[src/rtl/fb_pkg.sv]
package fb_pkg;

  typedef enum logic [1:0] {
    OP_CLR = 2'd0,
    OP_SET = 2'd1,
    OP_TGL = 2'd2,
    OP_NOP = 2'd3
  } pix_op_e;

  typedef enum logic [2:0] {
    ST_IDLE  = 3'd0,
    ST_READ  = 3'd1,
    ST_MOD   = 3'd2,
    ST_WRITE = 3'd3,
    ST_FILL  = 3'd4
  } seq_state_e;

  localparam logic [7:0] INIT_BYTE = 8'hFF;

  // Byte that represents an all-white frame for the chosen polarity.
  function automatic logic [7:0] blank_byte(input bit black_is_one);
    return black_is_one ? 8'h00 : 8'hFF;
  endfunction

endpackage

[src/rtl/fb_addr_calc.sv]
module fb_addr_calc #(
  parameter int LINES  = 96,
  parameter int PIXELS = 96,
  parameter int X_W    = 7,
  parameter int Y_W    = 7,
  parameter int ADDR_W = 11
) (
  input  logic [X_W-1:0]    x,
  input  logic [Y_W-1:0]    y,
  output logic [ADDR_W-1:0] addr,
  output logic [2:0]        bit_idx,
  output logic              in_range
);
  localparam int BPL = PIXELS / 8;
  localparam logic [X_W:0] X_LIM = (X_W+1)'(PIXELS);
  localparam logic [Y_W:0] Y_LIM = (Y_W+1)'(LINES);
  localparam logic [ADDR_W-1:0] BPL_A = ADDR_W'(BPL);

  logic [ADDR_W-1:0] row_base;
  logic [ADDR_W-1:0] col_byte;

  always_comb begin
    row_base = ADDR_W'(y) * BPL_A;
    col_byte = ADDR_W'(x >> 3);
    addr     = row_base + col_byte;
    bit_idx  = x[2:0];
    in_range = ({1'b0, x} < X_LIM) && ({1'b0, y} < Y_LIM);
  end

endmodule

[src/rtl/fb_bit_update.sv]
module fb_bit_update (
  input  logic [7:0]       old_byte,
  input  logic [2:0]       bit_idx,
  input  fb_pkg::pix_op_e  op,
  output logic [7:0]       new_byte
);
  import fb_pkg::*;

  logic [7:0] mask;

  for (genvar b = 0; b < 8; b++) begin : g_mask
    assign mask[b] = (bit_idx == 3'(b));
  end

  always_comb begin
    unique case (op)
      OP_SET:  new_byte = old_byte | mask;
      OP_CLR:  new_byte = old_byte & ~mask;
      OP_TGL:  new_byte = old_byte ^ mask;
      default: new_byte = old_byte;
    endcase
  end

  // no more than one bit ever differs between the fetched and rewritten byte
  always_comb begin
    p_one_bit_r3: assert ($countones(new_byte ^ old_byte) <= 1)
      else $error("more than one bit modified");
  end

endmodule

[src/rtl/fb_seq.sv]
module fb_seq #(
  parameter int  LINES        = 96,
  parameter int  PIXELS       = 96,
  parameter int  ADDR_W       = 11,
  parameter bit  BLACK_IS_ONE = 1'b1
) (
  input  logic              clk,
  input  logic              rst,
  input  logic              req_valid,
  input  logic              req_fill,
  input  logic              pix_ok,
  input  logic [ADDR_W-1:0] pix_addr,
  input  logic [2:0]        pix_bit,
  input  fb_pkg::pix_op_e   pix_op,
  input  logic [7:0]        upd_byte,
  output logic              req_ready,
  output logic [2:0]        lat_bit,
  output fb_pkg::pix_op_e   lat_op,
  output logic              mem_en,
  output logic              mem_we,
  output logic [ADDR_W-1:0] mem_addr,
  output logic [7:0]        mem_wdata
);
  import fb_pkg::*;

  localparam int TOTAL = LINES * (PIXELS / 8);
  localparam logic [ADDR_W-1:0] LAST = ADDR_W'(TOTAL - 1);
  localparam logic [7:0] FILL_VAL = blank_byte(BLACK_IS_ONE);

  seq_state_e st;

  always_ff @(posedge clk) begin
    if (rst) begin
      st        <= ST_FILL;
      mem_addr  <= '0;
      mem_en    <= 1'b1;
      mem_we    <= 1'b1;
      mem_wdata <= INIT_BYTE;
      req_ready <= 1'b0;
      lat_bit   <= '0;
      lat_op    <= OP_NOP;
    end else begin
      unique case (st)
        ST_IDLE: begin
          if (req_valid) begin
            if (req_fill) begin
              st        <= ST_FILL;
              mem_addr  <= '0;
              mem_en    <= 1'b1;
              mem_we    <= 1'b1;
              mem_wdata <= FILL_VAL;
              req_ready <= 1'b0;
            end else if (pix_ok) begin
              st        <= ST_READ;
              mem_addr  <= pix_addr;
              mem_en    <= 1'b1;
              mem_we    <= 1'b0;
              req_ready <= 1'b0;
              lat_bit   <= pix_bit;
              lat_op    <= pix_op;
            end
          end
        end
        ST_READ: begin
          mem_en <= 1'b0;
          st     <= ST_MOD;
        end
        ST_MOD: begin
          mem_en    <= 1'b1;
          mem_we    <= 1'b1;
          mem_wdata <= upd_byte;
          st        <= ST_WRITE;
        end
        ST_WRITE: begin
          mem_en    <= 1'b0;
          mem_we    <= 1'b0;
          req_ready <= 1'b1;
          st        <= ST_IDLE;
        end
        ST_FILL: begin
          if (mem_addr == LAST) begin
            mem_en    <= 1'b0;
            mem_we    <= 1'b0;
            req_ready <= 1'b1;
            st        <= ST_IDLE;
          end else begin
            mem_addr <= mem_addr + 1'b1;
          end
        end
        default: st <= ST_IDLE;
      endcase
    end
  end

  // an accepted in-range pixel request issues a read on the next cycle
  p_read_follows_accept_r9: assert property (@(posedge clk) disable iff (rst)
    (req_valid && req_ready && !req_fill && pix_ok) |=> (mem_en && !mem_we && !req_ready));

  // a write to the same address follows every read two cycles later
  p_write_two_later_r9: assert property (@(posedge clk) disable iff (rst)
    (mem_en && !mem_we) |-> ##2 (mem_en && mem_we && mem_addr == $past(mem_addr, 2)));

  // dropped or no-op requests leave the memory port quiet and ready high
  p_drop_quiet_r8: assert property (@(posedge clk) disable iff (rst)
    (req_valid && req_ready && !req_fill && !pix_ok) |=> (!mem_en && req_ready));

  // fill walks upward one address per cycle
  p_fill_walk_r10: assert property (@(posedge clk) disable iff (rst)
    (st == ST_FILL && mem_addr != LAST) |=>
      (mem_en && mem_we && mem_addr == ADDR_W'($past(mem_addr) + 1'b1)));

endmodule

[src/rtl/fb_pixel_rmw.sv]
module fb_pixel_rmw #(
  parameter int LINES        = 96,
  parameter int PIXELS       = 96,
  parameter bit BLACK_IS_ONE = 1'b1,
  parameter int X_W          = $clog2(PIXELS),
  parameter int Y_W          = $clog2(LINES),
  parameter int ADDR_W       = $clog2(LINES * (PIXELS / 8))
) (
  input  logic              clk,
  input  logic              rst,
  input  logic              req_valid,
  output logic              req_ready,
  input  logic              req_fill,
  input  logic [X_W-1:0]    req_x,
  input  logic [Y_W-1:0]    req_y,
  input  logic [1:0]        req_op,
  output logic              mem_en,
  output logic              mem_we,
  output logic [ADDR_W-1:0] mem_addr,
  output logic [7:0]        mem_wdata,
  input  logic [7:0]        mem_rdata
);
  import fb_pkg::*;

  logic [ADDR_W-1:0] pix_addr;
  logic [2:0]        pix_bit;
  logic              pix_in_range;
  logic              pix_ok;
  pix_op_e           pix_op;
  logic [2:0]        lat_bit;
  pix_op_e           lat_op;
  logic [7:0]        upd_byte;

  assign pix_op = pix_op_e'(req_op);
  assign pix_ok = pix_in_range && (pix_op != OP_NOP);

  fb_addr_calc #(
    .LINES (LINES),
    .PIXELS(PIXELS),
    .X_W   (X_W),
    .Y_W   (Y_W),
    .ADDR_W(ADDR_W)
  ) u_addr (
    .x       (req_x),
    .y       (req_y),
    .addr    (pix_addr),
    .bit_idx (pix_bit),
    .in_range(pix_in_range)
  );

  fb_bit_update u_upd (
    .old_byte(mem_rdata),
    .bit_idx (lat_bit),
    .op      (lat_op),
    .new_byte(upd_byte)
  );

  fb_seq #(
    .LINES       (LINES),
    .PIXELS      (PIXELS),
    .ADDR_W      (ADDR_W),
    .BLACK_IS_ONE(BLACK_IS_ONE)
  ) u_seq (
    .clk      (clk),
    .rst      (rst),
    .req_valid(req_valid),
    .req_fill (req_fill),
    .pix_ok   (pix_ok),
    .pix_addr (pix_addr),
    .pix_bit  (pix_bit),
    .pix_op   (pix_op),
    .upd_byte (upd_byte),
    .req_ready(req_ready),
    .lat_bit  (lat_bit),
    .lat_op   (lat_op),
    .mem_en   (mem_en),
    .mem_we   (mem_we),
    .mem_addr (mem_addr),
    .mem_wdata(mem_wdata)
  );

endmodule

[config.mk]
export PLATFORM = sky130hd
export DESIGN_NAME = fb_pixel_rmw
export DESIGN_NICKNAME = d
export VERILOG_FILES = /design/src/rtl/fb_pkg.sv /design/src/rtl/fb_addr_calc.sv /design/src/rtl/fb_bit_update.sv /design/src/rtl/fb_seq.sv /design/src/rtl/fb_pixel_rmw.sv
export SDC_FILE = /design/constraint.sdc
export NUM_CORES = 1
export LEC_CHECK = 0
export ABC_AREA = 1
export BUFFER_PORTS_ARGS = -buffer_cell sky130_fd_sc_hd__buf_2
export CAP_MARGIN = 20
export CORE_ASPECT_RATIO = 1.4
export CORE_UTILIZATION = 50
export DETAILED_ROUTE_END_ITERATION = 7
export PLACE_DENSITY = 0.85
export SLEW_MARGIN = 20
export SYNTH_ARGS = -nofsm -noshare
export SYNTH_HDL_FRONTEND = slang
export SYNTH_SLANG_ARGS = --single-unit
[constraint.sdc]
create_clock -name clk -period 2.7 [get_ports clk]
set_input_delay 0.54 -clock clk [delete_from_list [all_inputs] [get_ports clk]]
set_output_delay 0.54 -clock clk [all_outputs]
set_load 0.01 [all_outputs]
==> impl_metrics.py <==
metrics = {
    "yosys": {
        "synth_common_cells": "nand2_1, inv_1, nand3_1, dfxtp_1",
        "netlist_instances": 355,
        "yosysMostFrequentCell": "nand2_1",
        "ys_ff_latch": 30,
        "syn_area_um2": 2480,
        "syn-num-nets": 411,
        "yosysUniqueCellTypes": 37,
        "yosysTopAreaCell": "dfxtp_1",
        "async_flop_share": 0,
        "synth_edf_count": 0,
        "synth_top_area_share": 0.242,
        "synth.avg_cell_area_um2": 6.98,
        "ys_seq_area_frac": 0.242,
        "synth_area_leaders": "dfxtp_1, ha_1, nand2_1, inv_1, nand3_1",
        "synth-main-ff-cell": "dfxtp_1",
        "yosysWarnings": 0,
    },
    "global_route": {
        "antenna_found_initial": 0,
        "grt_first_pass_wirelength_um": 9160,
        "grt_max_degree": 21,
        "grtUsageTotal": 0.228,
        "grt_pass1_vias": 2238,
        "grt_overflow": 0,
    },
    "final_layout": {
        "area_growth_pct": 15.7,
        "nNetsFinal": 460,
        "nFillCells": 446,
        "diodes": 0,
        "drive_above_1_share": 0.198,
    },
    "timing": {
        "max_freq_mhz": 472,
        "hold_viol": 0,
        "rsz0062_at_grt": "no",
        "period_share": 0.785,
        "final.min_clock_period_ns": 2.12,
        "relSlewSlack": 0.582,
        "setup_violations": 0,
        "setup_tns_ns": 0,
        "skew_ns": 0.00806,
        "worst_pin_slew_ns": 0.626,
        "hold_ws_ns": 0.463,
        "slew_viol_final": 0,
    },
    "power": {
        "power.total_mw": 1.06,
        "powerDensity_nw_per_um2": 371,
        "ir_drop_uv": 191,
        "leakagePower_nw": 1.33,
    },
    "worst_setup_path": {
        "path_delay_family": "adder cells",
        "r2r-start": "u_seq.mem_addr[0]$_SDFFE_PP0P_",
        "crit_arrival_ns": 2.34,
        "crit_path_top_delay_cell": "fa_1",
        "path_common_cell": "nand3_1",
        "required_ns": 2.92,
        "critPathLaunch": "req_y[1]",
        "max_stage_delay_ns": 0.42,
        "endpoint_kind": "flop",
        "crit_chain": "buf_2 -> ha_1 -> inv_1 -> fa_1 -> inv_1 -> nand2_1 -> nor2_1 -> nand3_1 -> nor2_2 -> nand3_1 -> nand2_1 -> nand3_1 -> a21oi_1",
        "path_buf_inv": 3,
        "path_class": "in -> reg",
        "critPathLaunchType": "primary input",
        "crit_fanout": 4,
    },
    "clocking": {
        "postCtsSetupBuffers": 0,
        "cts_tree": "built",
        "cts_root_buf": "clkbuf_8",
        "post_cts_resize_count": 0,
        "cts_sinks": 30,
        "cts_hold_buffers": 0,
        "path_clk_slew_ns": 0.06,
        "clk_latency_ns": 0.29,
        "cts_buffers": 5,
        "clock_path_buffers": 2,
        "htreeDepth": 2,
    },
    "die": {
        "start_util": 0.534,
        "fp.dieH_um": 85.3,
        "coreArea_um2": 4640,
        "die_w_um": 61.5,
        "io_pins": 50,
        "dieArea_um2": 5250,
        "row_count": 29,
    },
    "hold_path": {
        "min_path_type": "reg -> reg",
        "min-delay-start": "u_seq.mem_en$_SDFFE_PP1P_",
    },
    "routing": {
        "drc": 0,
        "vias": 2461,
        "wl_um": 5280,
        "drt-wirelength-per-cell_um": 11.3,
        "vias_per_cell": 5.27,
        "postRouteAntennaNets": 0,
        "drt-initial-drc-count": 95,
        "firstDrtPassIters": 4,
    },
    "run": {
        "maxCapViolations": 0,
    },
    "placed_design": {
        "gp_congestion": 0.915,
        "io_buffer_count": 49,
        "hpwl_um": 4240,
    },
    "outcome": {
        "status": "completed",
    },
}
sequential cells by signal, indices dropped and copies added, names as in the netlist:
signal and flops:
u_seq.lat_op 2, u_seq.mem_we 1, u_seq.mem_en 1, u_seq.mem_wdata 8, u_seq.mem_addr 11, u_seq.lat_bit 3
u_seq.req_ready 1, u_seq.st 3
final timing paths:
| path | endpoint | slack [ns] | cells after the start |
|---|---|---|---|
| hold reg to reg | u_seq.mem_en$_SDFFE_PP1P_ | 0.46 | 2 |
| hold / removal | u_seq.mem_en$_SDFFE_PP1P_ | 0.46 | 2 |
| setup reg to reg | u_seq.mem_addr[1]$_SDFFE_PP0P_ | 0.88 | 8 |
| setup / recovery | u_seq.mem_addr[10]$_SDFFE_PP0P_ | 0.58 | 13 |
routing by layer:
| metal | track usage | wire, um | vias to the layer above |
|---|---|---|---|
| li1 | - | - | 1307 |
| met1 | 0.266 | 2300 | 1094 |
| met2 | 0.386 | 2630 | 53 |
| met3 | 0.0579 | 258 | 7 |
| met4 | 0.0869 | 90 | 0 |
| met5 | 0 | 0 | - |
where the power goes:
| group | leakage, nW | switching (mW) | total [mW] | internal, mW |
|---|---|---|---|---|
| combinational | 1.03 | 0.104 | 0.175 | 0.0702 |
| clock | 0.0579 | 0.167 | 0.438 | 0.271 |
| sequential | 0.243 | 0.00482 | 0.451 | 0.447 |
tightest hold or removal path, cell delays in order (launching register included):
cell and delay (ns):
dfxtp_1 0.32, nand2_1 0.05, o311ai_1 0.06
area by class of cell:
cell class,instances,area [um^2],area share
Sequential cell,30,601,0.209
Inverter,49,191,0.0668
Clock inverter,3,40.0,0.0140
Multi-Input combinational cell,269,1640,0.573
Tap cell,62,77.6,0.0271
Clock buffer,5,68.8,0.0240
Timing Repair Buffer,49,245,0.0855
metrics by stage:
stage	std cells	setup slack, ns	cell area [um^2]	util
after floorplan	355	0.596	2480	-
after global placement	459	0.358	2760	0.594
after detailed placement	459	0.279	2760	0.594
after CTS	467	0.573	2870	0.617
after global routing	467	0.384	2870	0.617
final	467	0.580	2870	0.617
cells by family (layout without fill, tap and decap cells):
logic type	after synthesis	in the layout	share of synthesized area
and+or+nand+nor	142	142	0.267
AOI/OAI and AO/OA	92	92	0.224
buffers and inverters	56	106	0.0944
DFF	30	30	0.242
adders and majority gates	28	28	0.147
xor gates and xnor gates	7	7	0.0247
cells in the final DEF, fill, tap and decap left out, types with 9 or more instances in the layout:
cell type   n
a21oi_1    27
buf_2      49
dfxtp_1    30
ha_1       26
inv_1      47
nand2_1    66
nand3_1    34
nor2_1     23
o21ai_0    27
o21ai_1    13
o311ai_0    9
No activity file was read; power rests on OpenSTA's default activity.
